**src/rtl/tlp_pack_pkg.sv**
```systemverilog
package tlp_pack_pkg;
  localparam int DW_W       = 32;
  localparam int LANES      = 2;
  localparam int BEAT_W     = DW_W * LANES;
  localparam int BIT_HAS_PAY = 30;
  localparam int BIT_HDR4    = 29;
  localparam int BIT_QW_ADDR = 2;

  typedef struct packed {
    logic [BEAT_W-1:0] data;
    logic [LANES-1:0]  lane_vld;
    logic              sop;
    logic              eop;
  } beat_t;
endpackage

```
**src/rtl/tlp_hdr_decode.sv**
```systemverilog
module tlp_hdr_decode #(
  parameter int LEN_W = 10
) (
  input  logic             has_pay_i,
  input  logic             hdr4_i,
  input  logic [LEN_W-1:0] len_i,
  output logic [2:0]       hdr_dws_o,
  output logic [LEN_W:0]   pay_dws_o
);
  localparam logic [LEN_W:0] MAX_LEN = {1'b1, {LEN_W{1'b0}}};

  always_comb begin
    hdr_dws_o = hdr4_i ? 3'd4 : 3'd3;
    if (!has_pay_i)
      pay_dws_o = '0;
    else if (len_i == '0)
      pay_dws_o = MAX_LEN;
    else
      pay_dws_o = {1'b0, len_i};
  end
endmodule

```
**src/rtl/tlp_lane_asm.sv**
```systemverilog
module tlp_lane_asm
  import tlp_pack_pkg::*;
#(
  parameter int LEN_W = 10
) (
  input  logic            clk,
  input  logic            rst_n,
  input  logic            take_i,
  input  logic [DW_W-1:0] dw_i,
  input  logic [2:0]      hdr_dws_i,
  input  logic [LEN_W:0]  pay_dws_i,
  output logic            push_o,
  output beat_t           beat_o
);
  logic             in_pkt_q;
  logic [2:0]       hdr_rem_q;
  logic [LEN_W:0]   dat_rem_q;
  logic             lane_q;
  logic [DW_W-1:0]  lo_q;
  logic             lo_vld_q;
  logic             sop_q;

  logic             first;
  logic [2:0]       hdr_cur;
  logic [LEN_W:0]   dat_cur;
  logic             lane_cur;
  logic             in_hdr;
  logic             last_hdr;
  logic             last_dw;
  logic             addr_odd;
  logic             flush;

  always_comb begin
    first    = !in_pkt_q;
    hdr_cur  = first ? hdr_dws_i : hdr_rem_q;
    dat_cur  = first ? pay_dws_i : dat_rem_q;
    lane_cur = first ? 1'b0 : lane_q;
    in_hdr   = (hdr_cur != 3'd0);
    last_hdr = (hdr_cur == 3'd1);
    addr_odd = dw_i[BIT_QW_ADDR];
    last_dw  = in_hdr ? (last_hdr && (dat_cur == '0))
                      : (dat_cur == {{LEN_W{1'b0}}, 1'b1});
    // a beat closes on its upper lane, on the final dword, or when the
    // header ends in the lower lane and data must restart on an even slot
    flush    = lane_cur || last_dw || (last_hdr && !addr_odd);
  end

  always_comb begin
    push_o          = take_i && flush;
    beat_o.sop      = sop_q || first;
    beat_o.eop      = last_dw;
    beat_o.lane_vld = {lane_cur, lane_cur ? lo_vld_q : 1'b1};
    beat_o.data     = {lane_cur ? dw_i : '0, lane_cur ? lo_q : dw_i};
  end

  always_ff @(posedge clk) begin
    if (!rst_n) begin
      in_pkt_q  <= 1'b0;
      hdr_rem_q <= '0;
      dat_rem_q <= '0;
      lane_q    <= 1'b0;
      lo_q      <= '0;
      lo_vld_q  <= 1'b0;
      sop_q     <= 1'b0;
    end else if (take_i) begin
      in_pkt_q  <= !last_dw;
      hdr_rem_q <= in_hdr ? hdr_cur - 3'd1 : 3'd0;
      dat_rem_q <= in_hdr ? dat_cur : dat_cur - 1'b1;
      lane_q    <= last_hdr ? addr_odd : !lane_cur;
      if (flush) begin
        lo_q     <= '0;
        lo_vld_q <= 1'b0;
        sop_q    <= 1'b0;
      end else begin
        lo_q     <= dw_i;
        lo_vld_q <= 1'b1;
        sop_q    <= sop_q || first;
      end
    end
  end
endmodule

```
**src/rtl/tlp_beat_reg.sv**
```systemverilog
module tlp_beat_reg
  import tlp_pack_pkg::*;
(
  input  logic  clk,
  input  logic  rst_n,
  input  logic  push_i,
  input  beat_t beat_i,
  input  logic  ready_i,
  output logic  valid_o,
  output logic  space_o,
  output beat_t beat_o
);
  logic valid_q;

  assign space_o = !valid_q || ready_i;
  assign valid_o = valid_q;

  always_ff @(posedge clk) begin
    if (!rst_n)
      valid_q <= 1'b0;
    else if (push_i)
      valid_q <= 1'b1;
    else if (ready_i)
      valid_q <= 1'b0;
  end

  for (genvar g = 0; g < LANES; g++) begin : g_lane
    always_ff @(posedge clk) begin
      if (!rst_n) begin
        beat_o.data[g*DW_W +: DW_W] <= '0;
        beat_o.lane_vld[g]          <= 1'b0;
      end else if (push_i) begin
        beat_o.data[g*DW_W +: DW_W] <= beat_i.data[g*DW_W +: DW_W];
        beat_o.lane_vld[g]          <= beat_i.lane_vld[g];
      end
    end
  end

  always_ff @(posedge clk) begin
    if (!rst_n) begin
      beat_o.sop <= 1'b0;
      beat_o.eop <= 1'b0;
    end else if (push_i) begin
      beat_o.sop <= beat_i.sop;
      beat_o.eop <= beat_i.eop;
    end
  end
endmodule

```
**src/rtl/tlp_stream_packer.sv**
```systemverilog
module tlp_stream_packer
  import tlp_pack_pkg::*;
#(
  parameter int LEN_W = 10
) (
  input  logic              clk,
  input  logic              rst_n,
  input  logic              in_valid,
  output logic              in_ready,
  input  logic [DW_W-1:0]   in_data,
  output logic              out_valid,
  input  logic              out_ready,
  output logic [BEAT_W-1:0] out_data,
  output logic              out_sop,
  output logic              out_eop,
  output logic [LANES-1:0]  out_lane_vld
);
  logic           take;
  logic           push;
  logic           space;
  logic [2:0]     hdr_dws;
  logic [LEN_W:0] pay_dws;
  beat_t          beat_nxt;
  beat_t          beat_q;

  assign in_ready = space;
  assign take     = in_valid && space;

  tlp_hdr_decode #(.LEN_W(LEN_W)) u_dec (
    .has_pay_i (in_data[BIT_HAS_PAY]),
    .hdr4_i    (in_data[BIT_HDR4]),
    .len_i     (in_data[LEN_W-1:0]),
    .hdr_dws_o (hdr_dws),
    .pay_dws_o (pay_dws)
  );

  tlp_lane_asm #(.LEN_W(LEN_W)) u_asm (
    .clk       (clk),
    .rst_n     (rst_n),
    .take_i    (take),
    .dw_i      (in_data),
    .hdr_dws_i (hdr_dws),
    .pay_dws_i (pay_dws),
    .push_o    (push),
    .beat_o    (beat_nxt)
  );

  tlp_beat_reg u_out (
    .clk     (clk),
    .rst_n   (rst_n),
    .push_i  (push),
    .beat_i  (beat_nxt),
    .ready_i (out_ready),
    .valid_o (out_valid),
    .space_o (space),
    .beat_o  (beat_q)
  );

  assign out_data     = beat_q.data;
  assign out_sop      = beat_q.sop;
  assign out_eop      = beat_q.eop;
  assign out_lane_vld = beat_q.lane_vld;
endmodule

```
**config.mk**
```make
export PLATFORM = sky130hd
export DESIGN_NAME = tlp_stream_packer
export DESIGN_NICKNAME = d
export VERILOG_FILES = /design/src/rtl/tlp_pack_pkg.sv /design/src/rtl/tlp_hdr_decode.sv /design/src/rtl/tlp_lane_asm.sv /design/src/rtl/tlp_beat_reg.sv /design/src/rtl/tlp_stream_packer.sv
export SDC_FILE = /design/constraint.sdc
export NUM_CORES = 1
export LEC_CHECK = 0
export BUFFER_PORTS_ARGS = -buffer_cell sky130_fd_sc_hd__buf_2
export CAP_MARGIN = 20
export CORE_UTILIZATION = 40
export CTS_CLUSTER_DIAMETER = 50
export CTS_CLUSTER_SIZE = 12
export DETAILED_ROUTE_END_ITERATION = 7
export GPL_ROUTABILITY_DRIVEN = 0
export PLACE_DENSITY = 0.72
export SLEW_MARGIN = 10
export SYNTH_ARGS = -nofsm -noshare
export SYNTH_HDL_FRONTEND = slang
export SYNTH_HIERARCHICAL = 1
export SYNTH_SLANG_ARGS = --single-unit
```
**constraint.sdc**
```tcl
create_clock -name clk -period 2.4 [get_ports clk]
set_input_delay 0.48 -clock clk [delete_from_list [all_inputs] [get_ports clk]]
set_output_delay 0.48 -clock clk [all_outputs]
set_load 0.02 [all_outputs]
```
Yosys cells after proc, flatten, opt, wreduce, memory -nomap -nowiden
Index checks and enable logic that the tools add are counted.
Operators by class
  $add $sub $neg: 2
  equality and inequality tests: 2
  mux-type cells: 18
  reduce and logical (&&, ||, !) cells: 17
Operators with widths (count)
  2-to-1 mux 32 bit: 3
  2-to-1 mux 11 bit: 4
  equality test 11 x 1 -> 1 bit, second input constant: 1
  zero test 11 bit: 1
  subtractor 11 x 1 -> 11 bit, second input constant: 1
  zero test 10 bit: 1
  2-to-1 mux 3 bit: 3
  2-to-1 mux 1 bit: 8
  zero test 1 bit: 5
  logical AND 1 bit: 4
  logical OR 1 bit: 4
  equality test 3 x 1 -> 1 bit, second input constant: 1
  nonzero test 3 bit: 1
  subtractor 3 x 1 -> 3 bit, second input constant: 1
  nonzero test 2 bit: 1
Word-level totals
  register bits after elaboration: 119
  input port bits: 36
  output and inout port bits: 70
  logic and storage cells: 53

Logic depth before layout (Yosys ltp)
Gate-level depths: netlist of the first run.
  word-level depth: 11
  gate-level depth with buffers: 13
  gate-level depth less buffers: 9

By module
The synthesis of the first run kept the hierarchy.
By module, submodules not included
  tlp_lane_asm: times used 1, cells each 332, area an instance 3143.0 um2, sequential area each 1001.0 um2
  tlp_beat_reg: times used 1, cells each 223, area an instance 2607.5 um2, sequential area each 1381.3 um2
  tlp_hdr_decode: times used 1, cells each 18, area an instance 112.6 um2, sequential area each 0.0 um2
  tlp_stream_packer: times used 1, cells each 1, area an instance 6.3 um2, sequential area each 0.0 um2

Worst setup path after synthesis of the first run
Ideal clock, no wire load.
  kind: reg-to-reg
  start point: register u_asm.in_pkt_q
  end point: register u_out/beat_o[23] (netlist name)
  arrival: 2.560 ns
  slack: -0.276 ns
  stages on the path, launching flop included: 14
  clock period less this slack: 2.676 ns
  cells stage by stage: dfxtp_1 > buf_6 > buf_8 > buf_6 > mux2i_1 > ha_1 > mux2i_1 > nor4_4 > o21a_1 > buf_4 > buf_8 > buf_8 > mux2i_1 > nor2b_1
Between the ends
  word-level cells in the longest chain between the ends: 7
  elaborated cells between the ends (all ways): 14
  classes of those cells: eq/ne: 2; mux: 5; reduce/logical: 7
RTL lines
  start, declared: RTL line tlp_lane_asm.sv:15  | logic in_pkt_q;
  start signal, assigned: RTL line tlp_lane_asm.sv:66  | in_pkt_q <= !last_dw;
  2-to-1 mux 11 bit / 2-to-1 mux 3 bit (equally long branches): RTL line tlp_lane_asm.sv:36, tlp_lane_asm.sv:35
  zero test 11 bit / equality test 3 x 1 -> 1 bit (equally long branches): RTL line tlp_lane_asm.sv:41, tlp_lane_asm.sv:39
  logical AND 1 bit: RTL line tlp_lane_asm.sv:41  | last_dw = in_hdr ? (last_hdr && (dat_cur == '0))
  2-to-1 mux 1 bit: RTL line tlp_lane_asm.sv:41
  logical OR 1 bit: RTL line tlp_lane_asm.sv:45  | flush = lane_cur || last_dw || (last_hdr && !addr_odd);
  logical OR 1 bit *: RTL line tlp_lane_asm.sv:45
  logical AND 1 bit *: RTL line tlp_lane_asm.sv:49  | push_o = take_i && flush;
  named net push: RTL line tlp_stream_packer.sv:19  | logic push;
  end, declared: RTL line tlp_beat_reg.sv:11  | output beat_t beat_o
Mark *: on every way through the listed nets, which the timed path passes. The rest lies on a longest branch.
A chain may end at the register's enable or synchronous reset.

Final worst setup path of the first run
  start point: register u_asm.in_pkt_q
  end point: register u_out/beat_o[35] (netlist name)
The elaborated chain is that of the path after synthesis.

==> reports/metrics.cfg, run 1 <==
[cells_and_area]
area_growth_pct = 25.9
post-route-cell-area_sq_mm = 0.00739
nFillCells = 1265
final_cell_mix = 118 x dfxtp_1, 105 x buf_2, 78 x mux2i_1, 69 x nor2b_1, 45 x buf_4
instances_no_fill = 896
final_common_cell = dfxtp_1
final_layout_size_suffix_gt1_frac = 0.341
final_nets = 742
diodes = 0

[routing]
vias = 4760
drt_wl_total_microns = 14800
wl_per_cell_microns = 16.6
drtIter0Drc = 207
drc = 0
final_antenna_net_count = 0
drt-pass1-iter-count = 4
routed_via_density = 5.31

[synthesis]
ys_warn_count = 6
synth_compound_area_frac = 0.107
syn_area_per_cell_sq_um = 10.2
synth_nets = 613
synth_cell_type_count = 60
syn_inst = 574
synth-edff-count = 0
async_flop_share = 0
ys_ff_latch = 119
synth_top_family_by_area = simple AND/OR/NAND/NOR gates
synth_ff_type = dfxtp_1
synth_area_sq_mm = 0.00587
synth-xor-area-share = 0.00448
yosysTopAreaCell = dfxtp_1
synthMuxAreaShare = 0.205
synth-adder-area-share = 0.00640
synth_simple_gate_area_frac = 0.215
synth_top_cells_by_area = dfxtp_1 41%, mux2i_1 14%, nor2b_1 7.4%
synth_top_area_frac = 0.406
yosysSeqAreaShare = 0.406

[floorplan]
initial_core_util = 0.416
die_h_microns = 123
die_width_microns = 123
rows = 43
dieArea_sq_mm = 0.0152
design.core.area_sq_mm = 0.0141
num_io_pins = 106

[placed_design]
dp_hpwl_microns = 10200
port_buffers = 105
placed_area_sq_mm = 0.00678
placedCellCount = 863

[power_and_ir_drop]
power.density_mw_per_mm2 = 734
p_leak_nw = 3.10
ir_worst_vdd_mv = 0.513
finalPower_w = 0.00542

[cts]
path_clk_slew_ns = 0.05
cts_tree = done
worstSkewPairLatency_ns = 0.42
cts-root-buf = clkbuf_16
clkSinkCount = 119
cts_hold_buf = 0
htreeDepth = 4
cts-buffers-inserted = 17
clockBufferDepth = 2

[outcome]
status = completed

[worst_setup_path]
start_kind = flip-flop
worstPathRequired_ns = 2.70
cp_data_arrival_time_ns = 2.60
critPathKind = flip-flop to flip-flop
path_max_fanout = 12
cp-end-kind = flip-flop

[flow_run]
maxCapViolations = 0

[global_routing]
grt_max_degree = 76
grt_pass1_vias = 4793
grt_pass1_wl_microns = 24100
grt_use_total = 0.207
grt_antenna_before_repair = 0
grt-ovfl-total = 0

[timing]
final-hold-violation-count = 0
timing.final.crit_share = 0.958
skew_ns = 0.00709
tightest_slew_ns = 0.909
fmax_mhz = 435
rsz0062_at_grt = false
setup_viol = 0
slew_headroom = 0.394
layout_min_cycle_time_ns = 2.30
maxSlewViolCount = 0
tns_ns = 0

[hold_path]
holdCritPathClass = input port to flip-flop

through the flow:
step | hold WS (ns) | setup WS [ns] | utilization
floorplan | 0.440 | -0.223 | -
global placement | 0.456 | -0.0321 | 0.481
detailed placement | 0.459 | -0.135 | 0.481
CTS | 0.280 | 0.0783 | 0.523
global route | 0.291 | 0.00623 | 0.524
finish | 0.303 | 0.101 | 0.524
critical path, cell delays in order (launching register included):
cell	delay [ns]
dfxtp_4	0.46
buf_4	0.18
nor3b_4	0.25
o22ai_1	0.22
nor4_4	0.29
o21a_4	0.25
buf_4	0.24
mux2i_1	0.22
nor2b_1	0.08
routing by layer:
metal / vias up / share of wire / GRT usage
met5: - / 0 / 0
met4: 0 / 0.022 / 0.0979
met3: 27 / 0.068 / 0.0678
met2: 158 / 0.47 / 0.330
met1: 2269 / 0.44 / 0.253
li1: 2306 / - / -
final timing paths:
path                  startpoint               end  slack, ns  cells past startpoint
setup / recovery  u_asm/in_pkt_q  u_out/beat_o[35]       0.10                      8
hold / removal       in_data[31]    u_asm/lo_q[31]       0.30                      2
setup reg to reg  u_asm/in_pkt_q  u_out/beat_o[35]       0.10                      8
hold reg to reg   u_asm/lo_vld_q    u_asm/lo_vld_q       0.47                      2
sequential cells by signal (all words and copies together), names as in the netlist:
| signal | count |
|---|---|
| u_asm/in_pkt_q | 1 |
| u_asm/lo_q | 32 |
| u_out/valid_o | 1 |
| u_asm/lane_q | 1 |
| u_asm/lo_vld_q | 1 |
| u_asm/hdr_rem_q | 3 |
| u_asm/sop_q | 1 |
| u_out/beat_o | 68 |
| u_asm/dat_rem_q | 11 |
cell type report:
type                    count  area (sq um)  area share
flip-flops and latches    119          2390       0.323
well taps                 180           225      0.0305
inverters                   8          30.0     0.00406
repair buffers            155           963       0.130
clock buffers              24           492      0.0665
clock inverters             8          95.1      0.0129
multi-input cells         402          3200       0.433
synth_stat cells, types with 4 or more instances:
library cell / n
mux2i_1: 80
a211oi_1: 4
nor2b_1: 69
and2_1: 11
dfxtp_1: 119
and3_1: 33
nor3_1: 11
nor3b_2: 5
nand3_1: 5
nor3b_1: 4
inv_1: 8
a22o_1: 31
nand2b_1: 5
a21oi_1: 11
buf_6: 5
buf_4: 10
nor2_1: 17
clkbuf_1: 24
nand2_1: 19
nor4_1: 5
mux2_2: 34
o21ai_0: 8
or3_1: 5
cells by family after synthesis:
logic type,count (synthesis)
AO/OA/AOI/OAI,80
adder cells (fa/ha/maj),3
AND/OR/NAND/NOR,201
XOR/XNOR,3
flip-flops,119
multiplexers,115
buffers and inverters,53
where the power goes:
group,internal [W],switching (W)
registers,0.00207,0.0000692
clock network,0.00163,0.000874
logic,0.000363,0.000419
total,0.00406,0.00136
timing repair:
| item | 4_1_cts | 5_1_grt |
|---|---|---|
| endpoints found under the setup margin | 1 | 30 |
| resized for setup | 0 | 2 |
| buffers inserted | 1 | 0 |
(Power assumes the default switching activity.)
==> inputs of run 2 (changes only) <==
Settings changed: BUFFER_PORTS_ARGS -buffer_cell sky130_fd_sc_hd__buf_2 to -buffer_cell sky130_fd_sc_hd__clkbuf_2, PLACE_DENSITY 0.72 to 0.69.
Clock period 2.4 ns to 2.75 ns, I/O delays scaled along.
==> run 2 against run 1 <==
Final cell count down 3.3%; register-to-register slack better by 0.21 ns; sequential share of layout area up 1.0 points; clock power down 9.2%; die area unchanged; critical path type unchanged; largest power group unchanged; highest routed layer unchanged.
==> reports/metrics.cfg, run 2 (same netlist as run 1, synthesis figures left out) <==
[cells_and_area]
regMostFlops = u_out/beat_o
diodes = 0  ; unchanged
nFillCells = 1258  ; -0.55%
final_layout_size_suffix_gt1_frac = 0.308  ; -0.0332
final_cell_mix = 118 x dfxtp_1, 105 x clkbuf_2, 80 x mux2i_1, 69 x nor2b_1, 34 x mux2_2
final_nets = 713  ; -3.9%
final_common_cell = dfxtp_1
post-route-cell-area_sq_mm = 0.00716  ; -3.1%
reg_top3 = u_out/beat_o: 68 flops, u_asm/lo_q: 32 flops, u_asm/dat_rem_q: 11 flops
area_growth_pct = 22.0
largest_reg_flops = 68  ; unchanged

[cts]
cts_hold_buf = 0  ; unchanged
htreeDepth = 4  ; unchanged
path_clk_slew_ns = 0.05  ; about the same
clockBufferDepth = 2  ; unchanged
cts-buffers-inserted = 17  ; unchanged
worstSkewPairLatency_ns = 0.41  ; about the same
cts_setup_buffers = 0  ; -1
cts-root-buf = clkbuf_16
cts-resized-gates = 0  ; unchanged
cts_tree = done
clkSinkCount = 119  ; unchanged

[routing]
drt-pass1-iter-count = 7  ; +3
final_antenna_net_count = 0  ; unchanged
drtIter0Drc = 233  ; +13%
routed_via_density = 5.33  ; +0.31%
drt_wl_total_microns = 14000  ; -5.7%
vias = 4615  ; -3.0%
wl_per_cell_microns = 16.1  ; -2.4%
drc = 0  ; unchanged

[timing]
timing.final.crit_share = 0.887  ; -0.0711
rsz0062_at_grt = false
tns_ns = 0  ; unchanged
skew_ns = 0.0118  ; +0.00475 ns
tightest_slew_ns = 0.650  ; -0.259 ns
hold_ws_ns = 0.385  ; +0.0824 ns
layout_min_cycle_time_ns = 2.44  ; +0.140 ns
final-hold-violation-count = 0  ; unchanged
slew_headroom = 0.567  ; +0.173
fmax_mhz = 410  ; -5.7%
maxSlewViolCount = 0  ; unchanged
setup_viol = 0  ; unchanged

[hold_path]
holdCritPathClass = input port to flip-flop

[floorplan]
die_width_microns = 123  ; unchanged
rows = 43  ; unchanged
num_io_pins = 106  ; unchanged
design.core.area_sq_mm = 0.0141  ; unchanged
dieArea_sq_mm = 0.0152  ; unchanged
die_h_microns = 123  ; unchanged
initial_core_util = 0.416  ; unchanged

[global_routing]
grt_use_total = 0.193  ; -0.0140
grt_max_degree = 39  ; -49%
grt_pass1_vias = 4670  ; -2.6%
grt-ovfl-total = 0  ; unchanged
grt_antenna_before_repair = 0  ; unchanged
grt_pass1_wl_microns = 22900  ; -5.1%

[placed_design]
port_buffers = 105  ; unchanged
placed_area_sq_mm = 0.00655  ; -3.4%
dp_hpwl_microns = 9450  ; -7.1%

[flow_run]
maxCapViolations = 0  ; unchanged

[worst_setup_path]
worstPathRequired_ns = 3.04  ; +0.34 ns
cp_data_arrival_time_ns = 2.73  ; +0.13 ns
path_max_fanout = 36  ; +24
critPathKind = flip-flop to flip-flop
cp-end-kind = flip-flop
start_kind = flip-flop

[power_and_ir_drop]
ir_worst_vdd_mv = 0.389  ; -24%
finalPower_w = 0.00476  ; -12%
power.density_mw_per_mm2 = 665  ; -9.3%
p_leak_nw = 2.91  ; -6.2%

[outcome]
status = completed

-- run 2: cell types whose count changed in the layout (fill, tap and decap cells not counted), moves of 2 or more --
cell | previous run | this run
buf_2 | 105 | 0
buf_4 | 45 | 16
clkbuf_2 | 0 | 105
mux2i_1 | 78 | 80
-- run 2: area by class of cell --
| cell class | instances | area (sq um) | share of cell area |
|---|---|---|---|
| multi-input combinational | 402 | 3170 | 0.442 |
| tap | 180 | 225 | 0.0315 |
| clock inverter | 8 | 120 | 0.0168 |
| clock buffer | 23 | 488 | 0.0681 |
| inverter | 8 | 30.0 | 0.00419 |
| sequential | 119 | 2380 | 0.333 |
| timing repair buffer | 126 | 746 | 0.104 |
-- run 2: routing by layer --
layer  share of wire  vias to the layer above  routed length [microns]  GRT usage
met3           0.075                       14                     1040     0.0641
met1            0.44                     2214                     6130      0.236
met5               0                        -                        0          0
met4           0.014                        0                      190     0.0851
li1                -                     2252                        -          -
met2            0.47                      135                     6630      0.309
-- run 2: per-stage QoR --
| step | util | setup slack, ns | std cells |
|---|---|---|---|
| 3_3_place_gp | 0.465 | 0.119 | 835 |
| 6_report | 0.508 | 0.311 | 866 |
| 5_1_grt | 0.508 | 0.136 | 866 |
| 4_1_cts | 0.508 | 0.317 | 866 |
| 2_1_floorplan | - | 0.0739 | 574 |
| 3_5_place_dp | 0.465 | 0.0820 | 835 |
-- run 2: path summary, 6_finish.rpt --
check,slack [ns],cells past startpoint,startpoint,to
worst min register to register,0.48,1,u_asm/lo_q[11],u_asm/lo_q[11]
worst max register to register,0.31,8,u_asm/in_pkt_q,u_out/beat_o[51]
worst min-delay path,0.38,2,in_data[26],u_asm/lo_q[26]
worst max-delay path,0.31,8,u_asm/in_pkt_q,u_out/beat_o[51]
-- run 2: power by group --
group | total, W | leakage, nW | internal (W) | switching (W)
logic | 0.000630 | 1.65 | 0.000279 | 0.000350
clock network | 0.00227 | 0.295 | 0.00151 | 0.000760
registers | 0.00186 | 0.969 | 0.00180 | 0.0000587
-- run 2: critical path, stage by stage (launching register included) --
cell,delay [ns]
dfxtp_2,0.59
buf_12,0.23
nor3b_2,0.26
o22ai_1,0.22
nor4_4,0.29
o21a_4,0.21
buf_12,0.20
mux2i_1,0.23
nor2b_1,0.06
==> inputs of run 3 (changes only) <==
Settings changed: MAX_ROUTING_LAYER set to met4.
==> run 3 against run 2 <==
Critical path depth is the same; critical path type unchanged; register-to-register slack is essentially flat; routed wire length is essentially flat.
==> reports/metrics.cfg, run 3 (same netlist as run 1, synthesis figures left out) <==
[outcome]
status = completed

[cells_and_area]
largest_reg_flops = 68  ; unchanged
post-route-cell-area_sq_mm = 0.00716  ; unchanged
final_util = 0.508  ; unchanged
reg_top3 = u_out/beat_o: 68 flops, u_asm/lo_q: 32 flops, u_asm/dat_rem_q: 11 flops
diodes = 0  ; unchanged
final_common_cell = dfxtp_1
area_growth_pct = 22.0  ; unchanged
final_layout_size_suffix_gt1_frac = 0.308  ; unchanged
regMostFlops = u_out/beat_o
final_nets = 713  ; unchanged
nFillCells = 1258  ; unchanged
final_cell_mix = 118 x dfxtp_1, 105 x clkbuf_2, 80 x mux2i_1, 69 x nor2b_1, 34 x mux2_2

[timing]
setup_viol = 0  ; unchanged
maxSlewViolCount = 0  ; unchanged
rsz0062_at_grt = false
tightest_slew_ns = 0.627  ; -0.0230 ns
fmax_mhz = 409  ; -0.33%
skew_ns = 0.00954  ; -0.00230 ns
slew_headroom = 0.582  ; +0.0153
final-hold-violation-count = 0  ; unchanged
layout_min_cycle_time_ns = 2.45  ; +0.00818 ns
timing.final.crit_share = 0.890  ; +0.00297
tns_ns = 0  ; unchanged

[cts]
cts-resized-gates = 0  ; unchanged
cts-buffers-inserted = 17  ; unchanged
cts_hold_buf = 0  ; unchanged
cts_tree = done
htreeDepth = 4  ; unchanged
cts_setup_buffers = 0  ; unchanged
path_clk_slew_ns = 0.05  ; about the same
worstSkewPairLatency_ns = 0.40  ; about the same
cts-root-buf = clkbuf_16
clockBufferDepth = 2  ; unchanged
clkSinkCount = 119  ; unchanged

[routing]
wl_per_cell_microns = 16.1  ; about the same
routed_via_density = 5.32  ; -0.17%
drc = 0  ; unchanged
final_antenna_net_count = 0  ; unchanged
drt_wl_total_microns = 14000  ; about the same
drt-pass1-iter-count = 5  ; -2
drtIter0Drc = 240  ; +3.0%
vias = 4607  ; -0.17%

[worst_setup_path]
crit_chain = buf_12, nor3b_2, o22ai_1, nor4_4, o21a_4, buf_12, mux2i_1, nor2b_1
critPathKind = flip-flop to flip-flop
worstPathRequired_ns = 3.04  ; about the same
path_buf_inv = 2  ; unchanged
cp_data_arrival_time_ns = 2.74  ; about the same
critical_path.slowest_cell = dfxtp_2
path_max_fanout = 36  ; unchanged
cp_top_family = simple AND/OR/NAND/NOR gates
critPathMaxStageDelay_ns = 0.59  ; about the same
crit_top_cell = buf_12
start_kind = flip-flop
cp-end-kind = flip-flop

[hold_path]
holdCritPathClass = input port to flip-flop

[global_routing]
use_met3 = 0.0600  ; -0.00415
grt_max_degree = 39  ; unchanged
grt_pass1_wl_microns = 22900  ; about the same
use_met2 = 0.309  ; unchanged
grt_use_total = 0.200  ; +0.00627
grt-ovfl-total = 0  ; unchanged
grt_antenna_before_repair = 0  ; unchanged
met1_usage = 0.240  ; +0.00431
top_usage_layer = met2
grt_pass1_vias = 4674  ; +0.086%

[floorplan]
num_io_pins = 106  ; unchanged
die_width_microns = 123  ; unchanged
design.core.area_sq_mm = 0.0141  ; unchanged
die_h_microns = 123  ; unchanged
rows = 43  ; unchanged
initial_core_util = 0.416  ; unchanged
dieArea_sq_mm = 0.0152  ; unchanged

[power_and_ir_drop]
power.density_mw_per_mm2 = 666  ; about the same
ir_worst_vdd_mv = 0.390  ; +0.35%
p_leak_nw = 2.91  ; unchanged

[flow_run]
maxCapViolations = 0  ; unchanged

[placed_design]
placed_area_sq_mm = 0.00655  ; unchanged
dp_hpwl_microns = 9450  ; unchanged
port_buffers = 105  ; unchanged

## run 3: cell counts in the layout (fill, tap and decap cells not counted)
No cell type changed its count.
## run 3: final timing paths
path | startpoint | endpoint | slack [ns] | cells after the start
worst max register to register | u_asm/in_pkt_q | u_out/beat_o[45] | 0.30 | 8
worst max-delay path | u_asm/in_pkt_q | u_out/beat_o[45] | 0.30 | 8
worst min register to register | u_asm/lo_q[11] | u_asm/lo_q[11] | 0.48 | 1
worst min-delay path | in_data[26] | u_asm/lo_q[26] | 0.39 | 2
## run 3: where the power goes
part | switching, W | total [W] | internal (W) | leakage (nW)
Clock | 0.000762 | 0.00227 | 0.00151 | 0.295
Combinational | 0.000351 | 0.000630 | 0.000279 | 1.65
Sequential | 0.0000587 | 0.00186 | 0.00180 | 0.969
Total | 0.00117 | 0.00477 | 0.00359 | 2.91
## run 3: layout make-up
class | count | area [sq um] | area share
clock buffers | 23 | 488 | 0.0681
clock inverters | 8 | 120 | 0.0168
multi-input cells | 402 | 3170 | 0.442
flip-flops and latches | 119 | 2380 | 0.333
inverters | 8 | 30.0 | 0.00419
well taps | 180 | 225 | 0.0315
repair buffers | 126 | 746 | 0.104
## run 3: metrics by stage
stage | power [W] | setup slack (ns) | hold WS, ns | std cells
after floorplan | 0.00234 | 0.0739 | 0.440 | 574
after global placement | 0.00250 | 0.119 | 0.457 | 835
after detailed placement | 0.00252 | 0.0820 | 0.461 | 835
after CTS | 0.00479 | 0.317 | 0.379 | 866
after global routing | 0.00495 | 0.136 | 0.380 | 866
final | 0.00477 | 0.303 | 0.386 | 866
## run 3: metal layers
metal,vias to the layer above,routed length (microns)
met5,-,0
met4,0,273
met3,18,835
met2,135,6520
met1,2206,6350
li1,2248,-
